## config.mk

```make
export PLATFORM = sky130hd
export DESIGN_NAME = ipi_fast_cluster
export DESIGN_NICKNAME = d
export VERILOG_FILES = /design/src/rtl/ipi_fast_pkg.sv /design/src/rtl/ipi_req_decode.sv /design/src/rtl/ipi_target_slot.sv /design/src/rtl/ipi_fast_cluster.sv
export SDC_FILE = /design/constraint.sdc
export NUM_CORES = 1
export LEC_CHECK = 0
export CAP_MARGIN = 10
export CELL_PAD_IN_SITES_DETAIL_PLACEMENT = 1
export CELL_PAD_IN_SITES_GLOBAL_PLACEMENT = 1
export CORE_AREA = 2 2 217 219
export DETAILED_ROUTE_END_ITERATION = 6
export DIE_AREA = 0 0 219 221
export DONT_BUFFER_PORTS = 1
export GPL_TIMING_DRIVEN = 0
export MAX_ROUTING_LAYER = met4
export PLACE_DENSITY = 0.67
export SLEW_MARGIN = 20
export SYNTH_ARGS = -nofsm -noshare
export SYNTH_HDL_FRONTEND = slang
export SYNTH_SLANG_ARGS = --single-unit
export TNS_END_PERCENT = 10
```

## constraint.sdc

```tcl
create_clock -name clk -period 9.2 [get_ports clk]
set_input_delay 1.84 -clock clk [delete_from_list [all_inputs] [get_ports clk]]
set_output_delay 1.84 -clock clk [all_outputs]
set_load 0.005 [all_outputs]
```

## src/rtl/ipi_fast_pkg.sv

```systemverilog
package ipi_fast_pkg;
   localparam int WORD_W   = 32;
   localparam int CORE_LSB = 0;
   localparam int CLUS_LSB = 16;
   localparam int KIND_LSB = 28;
   localparam int FIELD_W  = 8;

   typedef enum logic [1:0] {
      REQ_NOW   = 2'd0,
      REQ_PULL  = 2'd1,
      REQ_LATER = 2'd2,
      REQ_QUIET = 2'd3
   } req_kind_e;

   typedef enum logic [1:0] {
      SEL_LOCAL  = 2'd0,
      SEL_GLOBAL = 2'd1,
      SEL_STATUS = 2'd2,
      SEL_DELAY  = 2'd3
   } reg_sel_e;
endpackage

```

## src/rtl/ipi_req_decode.sv

```systemverilog
module ipi_req_decode
   import ipi_fast_pkg::*;
#(
   parameter int NUM_CLUSTERS      = 2,
   parameter int CORES_PER_CLUSTER = 4,
   parameter int SENDER_CLUSTER    = 0,
   localparam int NCORES           = NUM_CLUSTERS * CORES_PER_CLUSTER
) (
   input  logic              wr_en,
   input  logic [1:0]        wr_sel,
   input  logic [WORD_W-1:0] wr_data,
   output logic [NCORES-1:0] hit,
   output req_kind_e         kind
);
   logic               is_local;
   logic               is_req;
   logic [FIELD_W-1:0] core_f;
   logic [FIELD_W-1:0] tgt_clus;

   always_comb begin
      is_local = (reg_sel_e'(wr_sel) == SEL_LOCAL);
      is_req   = wr_en && (is_local || reg_sel_e'(wr_sel) == SEL_GLOBAL);
      core_f   = wr_data[CORE_LSB +: FIELD_W];
      tgt_clus = is_local ? FIELD_W'(SENDER_CLUSTER) : wr_data[CLUS_LSB +: FIELD_W];
      kind     = req_kind_e'(wr_data[KIND_LSB +: 2]);
   end

   // An out-of-range core or cluster field matches no slot and is dropped.
   for (genvar t = 0; t < NCORES; t++) begin : g_slot
      localparam logic [FIELD_W-1:0] T_CORE = FIELD_W'(t % CORES_PER_CLUSTER);
      localparam logic [FIELD_W-1:0] T_CLUS = FIELD_W'(t / CORES_PER_CLUSTER);
      assign hit[t] = is_req && (core_f == T_CORE) && (tgt_clus == T_CLUS);
   end
endmodule

```

## src/rtl/ipi_target_slot.sv

```systemverilog
module ipi_target_slot #(
   parameter int CNT_W   = 16,
   parameter int CNT_RST = 0
) (
   input  logic             clk,
   input  logic             rst_n,
   input  logic             set_req,
   input  logic             defer_req,
   input  logic             retract_req,
   input  logic             ack,
   input  logic             delay_we,
   input  logic [CNT_W-1:0] delay_wdata,
   output logic             pending,
   output logic             due,
   output logic [CNT_W-1:0] delay_q
);
   logic             armed;
   logic [CNT_W-1:0] count;

   assign due = armed && (count == '0);

   always_ff @(posedge clk) begin
      if (!rst_n) begin
         pending <= 1'b0;
         armed   <= 1'b0;
         count   <= '0;
         delay_q <= CNT_W'(CNT_RST);
      end else begin
         if (delay_we) delay_q <= delay_wdata;

         if (set_req)          pending <= 1'b1;
         else if (retract_req) pending <= 1'b0;
         else if (due)         pending <= 1'b1;
         else if (ack)         pending <= 1'b0;

         if (retract_req) begin
            armed <= 1'b0;
         end else if (defer_req) begin
            armed <= 1'b1;
            count <= delay_q;
         end else if (due) begin
            armed <= 1'b0;
         end else if (armed) begin
            count <= count - 1'b1;
         end
      end
   end
endmodule

```

## src/rtl/ipi_fast_cluster.sv

```systemverilog
module ipi_fast_cluster
   import ipi_fast_pkg::*;
#(
   parameter int NUM_CLUSTERS      = 2,
   parameter int CORES_PER_CLUSTER = 4,
   parameter int CNT_W             = 16,
   parameter int CNT_RST           = 0,
   localparam int NCORES           = NUM_CLUSTERS * CORES_PER_CLUSTER
) (
   input  logic                     clk,
   input  logic                     rst_n,
   input  logic [NCORES-1:0]        wr_en,
   input  logic [2*NCORES-1:0]      wr_sel,
   input  logic [WORD_W*NCORES-1:0] wr_data,
   input  logic [2*NCORES-1:0]      rd_sel,
   output logic [WORD_W*NCORES-1:0] rd_data,
   output logic [NCORES-1:0]        fiq
);
   if (NUM_CLUSTERS < 1 || NUM_CLUSTERS > 256) begin : g_bad_clusters
      $error("NUM_CLUSTERS must be 1..256");
   end
   if (CORES_PER_CLUSTER < 1 || CORES_PER_CLUSTER > 256) begin : g_bad_cores
      $error("CORES_PER_CLUSTER must be 1..256");
   end
   if (CNT_W < 1 || CNT_W > WORD_W) begin : g_bad_cnt
      $error("CNT_W must be 1..32");
   end

   logic [NCORES-1:0]        hit_mx [NCORES];
   req_kind_e                kind_mx [NCORES];
   logic [NCORES*NCORES-1:0] hit_flat;
   logic [NCORES-1:0]        set_req, defer_req, retract_req, ack_req, due;

   for (genvar s = 0; s < NCORES; s++) begin : g_sender
      ipi_req_decode #(
         .NUM_CLUSTERS      (NUM_CLUSTERS),
         .CORES_PER_CLUSTER (CORES_PER_CLUSTER),
         .SENDER_CLUSTER    (s / CORES_PER_CLUSTER)
      ) u_dec (
         .wr_en   (wr_en[s]),
         .wr_sel  (wr_sel[2*s +: 2]),
         .wr_data (wr_data[WORD_W*s +: WORD_W]),
         .hit     (hit_mx[s]),
         .kind    (kind_mx[s])
      );
      assign hit_flat[s*NCORES +: NCORES] = hit_mx[s];
   end

   // Merge every sender's request per destination core.
   always_comb begin
      set_req     = '0;
      defer_req   = '0;
      retract_req = '0;
      for (int t = 0; t < NCORES; t++) begin
         for (int s = 0; s < NCORES; s++) begin
            if (hit_mx[s][t]) begin
               unique case (kind_mx[s])
                  REQ_NOW, REQ_QUIET: set_req[t]     = 1'b1;
                  REQ_PULL:           retract_req[t] = 1'b1;
                  REQ_LATER:          defer_req[t]   = 1'b1;
               endcase
            end
         end
      end
   end

   for (genvar t = 0; t < NCORES; t++) begin : g_target
      logic             sel_status, sel_delay;
      logic [CNT_W-1:0] delay_q;

      assign sel_status = wr_en[t] && reg_sel_e'(wr_sel[2*t +: 2]) == SEL_STATUS;
      assign sel_delay  = wr_en[t] && reg_sel_e'(wr_sel[2*t +: 2]) == SEL_DELAY;
      assign ack_req[t] = sel_status && wr_data[WORD_W*t];

      ipi_target_slot #(
         .CNT_W   (CNT_W),
         .CNT_RST (CNT_RST)
      ) u_slot (
         .clk         (clk),
         .rst_n       (rst_n),
         .set_req     (set_req[t]),
         .defer_req   (defer_req[t]),
         .retract_req (retract_req[t]),
         .ack         (ack_req[t]),
         .delay_we    (sel_delay),
         .delay_wdata (wr_data[WORD_W*t +: CNT_W]),
         .pending     (fiq[t]),
         .due         (due[t]),
         .delay_q     (delay_q)
      );

      always_comb begin
         unique case (reg_sel_e'(rd_sel[2*t +: 2]))
            SEL_STATUS: rd_data[WORD_W*t +: WORD_W] = {{(WORD_W-1){1'b0}}, fiq[t]};
            SEL_DELAY:  rd_data[WORD_W*t +: WORD_W] = WORD_W'(delay_q);
            default:    rd_data[WORD_W*t +: WORD_W] = '0;
         endcase
      end
   end
endmodule

```

==> out/metrics.yaml <==
status:
  status: "finished with violations"
  violations: "DRC"
timing:
  final.period_utilization: 0.505
  skew_ps: 23.9
  fin_tns_setup_ps: 0
  slew_headroom: 0.143
  min_period_ps: 4640
  fin_ws_ps: 4560
  worst_pin_slew_ps: 1270
  timing.fmax_mhz: 215
  finalHoldViolations: 0
  setup_viol_count_final: 0
  drv_slew: 0
  grt_setup_unrepaired: "false"
hold_path:
  holdPathEnd: "g_target[7].u_slot.count[8]$_SDFFE_PN0P_"
  hp-class: "reg2reg"
  worstHoldStart: "g_target[7].u_slot.count[8]$_SDFFE_PN0P_"
  hold_depth: 2
synth:
  synth_edf_count: 0
  ys.warnings.count: 0
  netlist_area_um2: 18000
  syn_inst: 2360
  synth_top_family_by_area: "simple AND/OR/NAND/NOR gates"
  synth_top_area_frac: 0.303
  yosysMostFrequentCell: "nand2_1"
  synth-simple-area-share: 0.311
  synth_cell_types: 94
  synth_seq_cells: 272
  post_synth_fa_ha_maj_area_fraction: 0.0167
  async_reset_ff_frac: 0
  synthXorXnorAreaFrac: 0
  synth-compound-area-share: 0.218
  synth_mux_area_frac: 0.0438
  synth.largest_area_cell: "dfxtp_1"
  yosys-top-cells-count: "nand2_1 (359), dfxtp_1 (272), a21oi_1 (213)"
  synthTopCellsByArea: "dfxtp_1 (30%), nand2_1 (7.5%), a21oi_1 (5.9%), buf_4 (5.9%), and3_1 (4.6%)"
  synthFlopType: "dfxtp_1"
  ys_seq_area_frac: 0.303
  avgSynthCellArea_um2: 7.61
worst_setup_path:
  crit_path_start: "wr_data[20]"
  r2r_cells: 10
  worstReg2RegEnd: "g_target[0].u_slot.count[0]$_SDFFE_PN0P_"
  cp.required_ps: 9650
  worst_setup_path_end_kind: "flop"
  crit-reg2reg-launch: "g_target[0].u_slot.count[0]$_SDFFE_PN0P_"
  startpoint_type: "primary input"
  crit_type: "in2reg"
  regToRegSetupSlack_ps: 5880
  worstPathMaxFanout: 10
  cp_data_arrival_time_ps: 5090
finish:
  area_growth_pct: 13.7
  layout-drive-gt1-share: 0.128
  nets: 2848
  final_cells: 3158
clock_tree:
  cts-resized-gates: 0
  cts_buffers: 35
  clk_latency_ps: 560
  cts_hold_buf: 0
  clkTransAtPathRegs_ps: 60
  cts_buffer_depth: 3
  clkSinkCount: 272
  post_cts_buffers: 0
  cts_tree: "built"
  cts-htree-levels: 2
  cts_root_buf: "clkbuf_16"
grt:
  grt_max_degree: 13
  use_met2: 0.500
  antenna_found_initial: 1
  first_global_vias: 18596
  top_usage_layer: "met2"
  grt_usage: 0.313
  grt_pass1_wl_mm: 114
  grt_overflow: 0
  grtUsageMet3: 0.0487
  met1_usage: 0.408
placed_design:
  place_congestion: 0.962
  place_ws_ps: 3790
  port_buffers: 0
  dp_hpwl_mm: 60.7
  placedCellCount: 3095
floorplan:
  ios: 562
  die_w_um: 219
  start_util: 0.390
  dieArea_um2: 48400
  dieHeight_um: 221
  fp-row-count: 79
  design.core.area_um2: 46100
routing:
  ant_nets: 0
  routed_via_density: 6.06
  wirelength_mm: 77.1
  drt_iter0_markers: 1383
  route.vias.total: 19145
  drc: 2
  drtPass1Iterations: 7
  routedWlPerCell_um: 24.4
pwr:
  ir_drop_v: 0.000112
  power_density_nw_per_um2: 139
  power.leakage_nw: 8.60
run:
  drv_cap: 0
==> report_power, final <==
part / internal (mW) / switching (mW)
combinational: 0.0861 / 0.140
sequential: 1.20 / 0.0221
clock: 0.825 / 0.559
total: 2.11 / 0.721
==> cell families after synthesis <==
kind of cell,after synthesis
buffers and inverters,344
DFF,272
AOI/OAI and AO/OA,595
adders and majority gates,24
muxes,76
and+or+nand+nor,1048
other,1
==> state kept, by name, indices dropped and copies added, names as in the netlist <==
register,cells
g_target.u_slot.armed,8
g_target.u_slot.delay_q,128
g_target.u_slot.count,128
g_target.u_slot.pending,8
==> layout by cell type, fill, tap and decap left out, types with 13 or more instances in the layout <==
cell | netlist | layout
nor2_1 | 97 | 97
nor3b_1 | 14 | 14
nor3_1 | 82 | 82
nand2_1 | 359 | 359
a21oi_1 | 213 | 213
mux2i_1 | 70 | 70
nand4_1 | 22 | 22
and3_1 | 133 | 133
o311ai_0 | 19 | 19
o211ai_1 | 21 | 21
nor4_1 | 59 | 55
or2_2 | 17 | 17
dfxtp_1 | 272 | 272
buf_4 | 141 | 141
nor4b_1 | 27 | 23
or3_1 | 39 | 39
nand3_1 | 52 | 52
clkbuf_16 | 0 | 36
conb_1 | 1 | 128
o41ai_1 | 19 | 19
o21ai_0 | 44 | 44
o22ai_1 | 96 | 96
clkbuf_1 | 79 | 84
inv_1 | 65 | 65
nand2b_1 | 13 | 13
o21ai_1 | 27 | 27
ha_1 | 24 | 24
nor2b_1 | 22 | 22
buf_2 | 46 | 47
o32ai_1 | 43 | 43
or4_1 | 39 | 39
==> cell type report <==
type	instances	area [µm²]
antenna	1	2.50
buffer	278	1670
clock buffer	48	1010
clock inverter	13	145
fill	5781	25600
inverter	66	248
multi-input combinational	1871	11100
sequential	272	5450
tap	607	759
timing repair buffer	2	16.3
==> metal layers <==
layer | part of all wire | up-vias
met5 | 0 | -
met4 | 0.027 | 0
met3 | 0.066 | 112
met2 | 0.47 | 686
met1 | 0.44 | 9480
li1 | - | 8867
==> worst max-delay path by stage <==
stage | endpoint | depth (start not counted)
after floorplan | g_target[5].u_slot.count[10]$_SDFFE_PN0P_ | 8
after global placement | g_target[1].u_slot.pending$_SDFFE_PN0P_ | 6
after detailed placement | g_target[2].u_slot.delay_q[11]$_SDFFE_PN0P_ | 6
after CTS | g_target[2].u_slot.delay_q[11]$_SDFFE_PN0P_ | 6
after global routing | g_target[7].u_slot.count[3]$_SDFFE_PN0P_ | 8
final | g_target[1].u_slot.count[2]$_SDFFE_PN0P_ | 9
==> metrics by stage <==
step / power (mW) / hold slack [ps] / util / area (µm²)
6_report: 2.83 / 461 / 0.443 / 20400
5_1_grt: 2.93 / 491 / 0.443 / 20400
4_1_cts: 2.85 / 460 / 0.443 / 20400
3_5_place_dp: 1.46 / 451 / 0.418 / 19200
3_3_place_gp: 1.46 / 443 / 0.417 / 19200
2_1_floorplan: 1.39 / 430 / - / 18400
==> critical path, stage by stage <==
cell and delay, ps:
nor4_1 850, a31oi_1 470, buf_2 330, o32ai_1 290
or4_1 210, buf_2 250, a21o_1 260, nand2_2 230
o32ai_1 350
No activity file was read; power rests on OpenSTA's default activity.
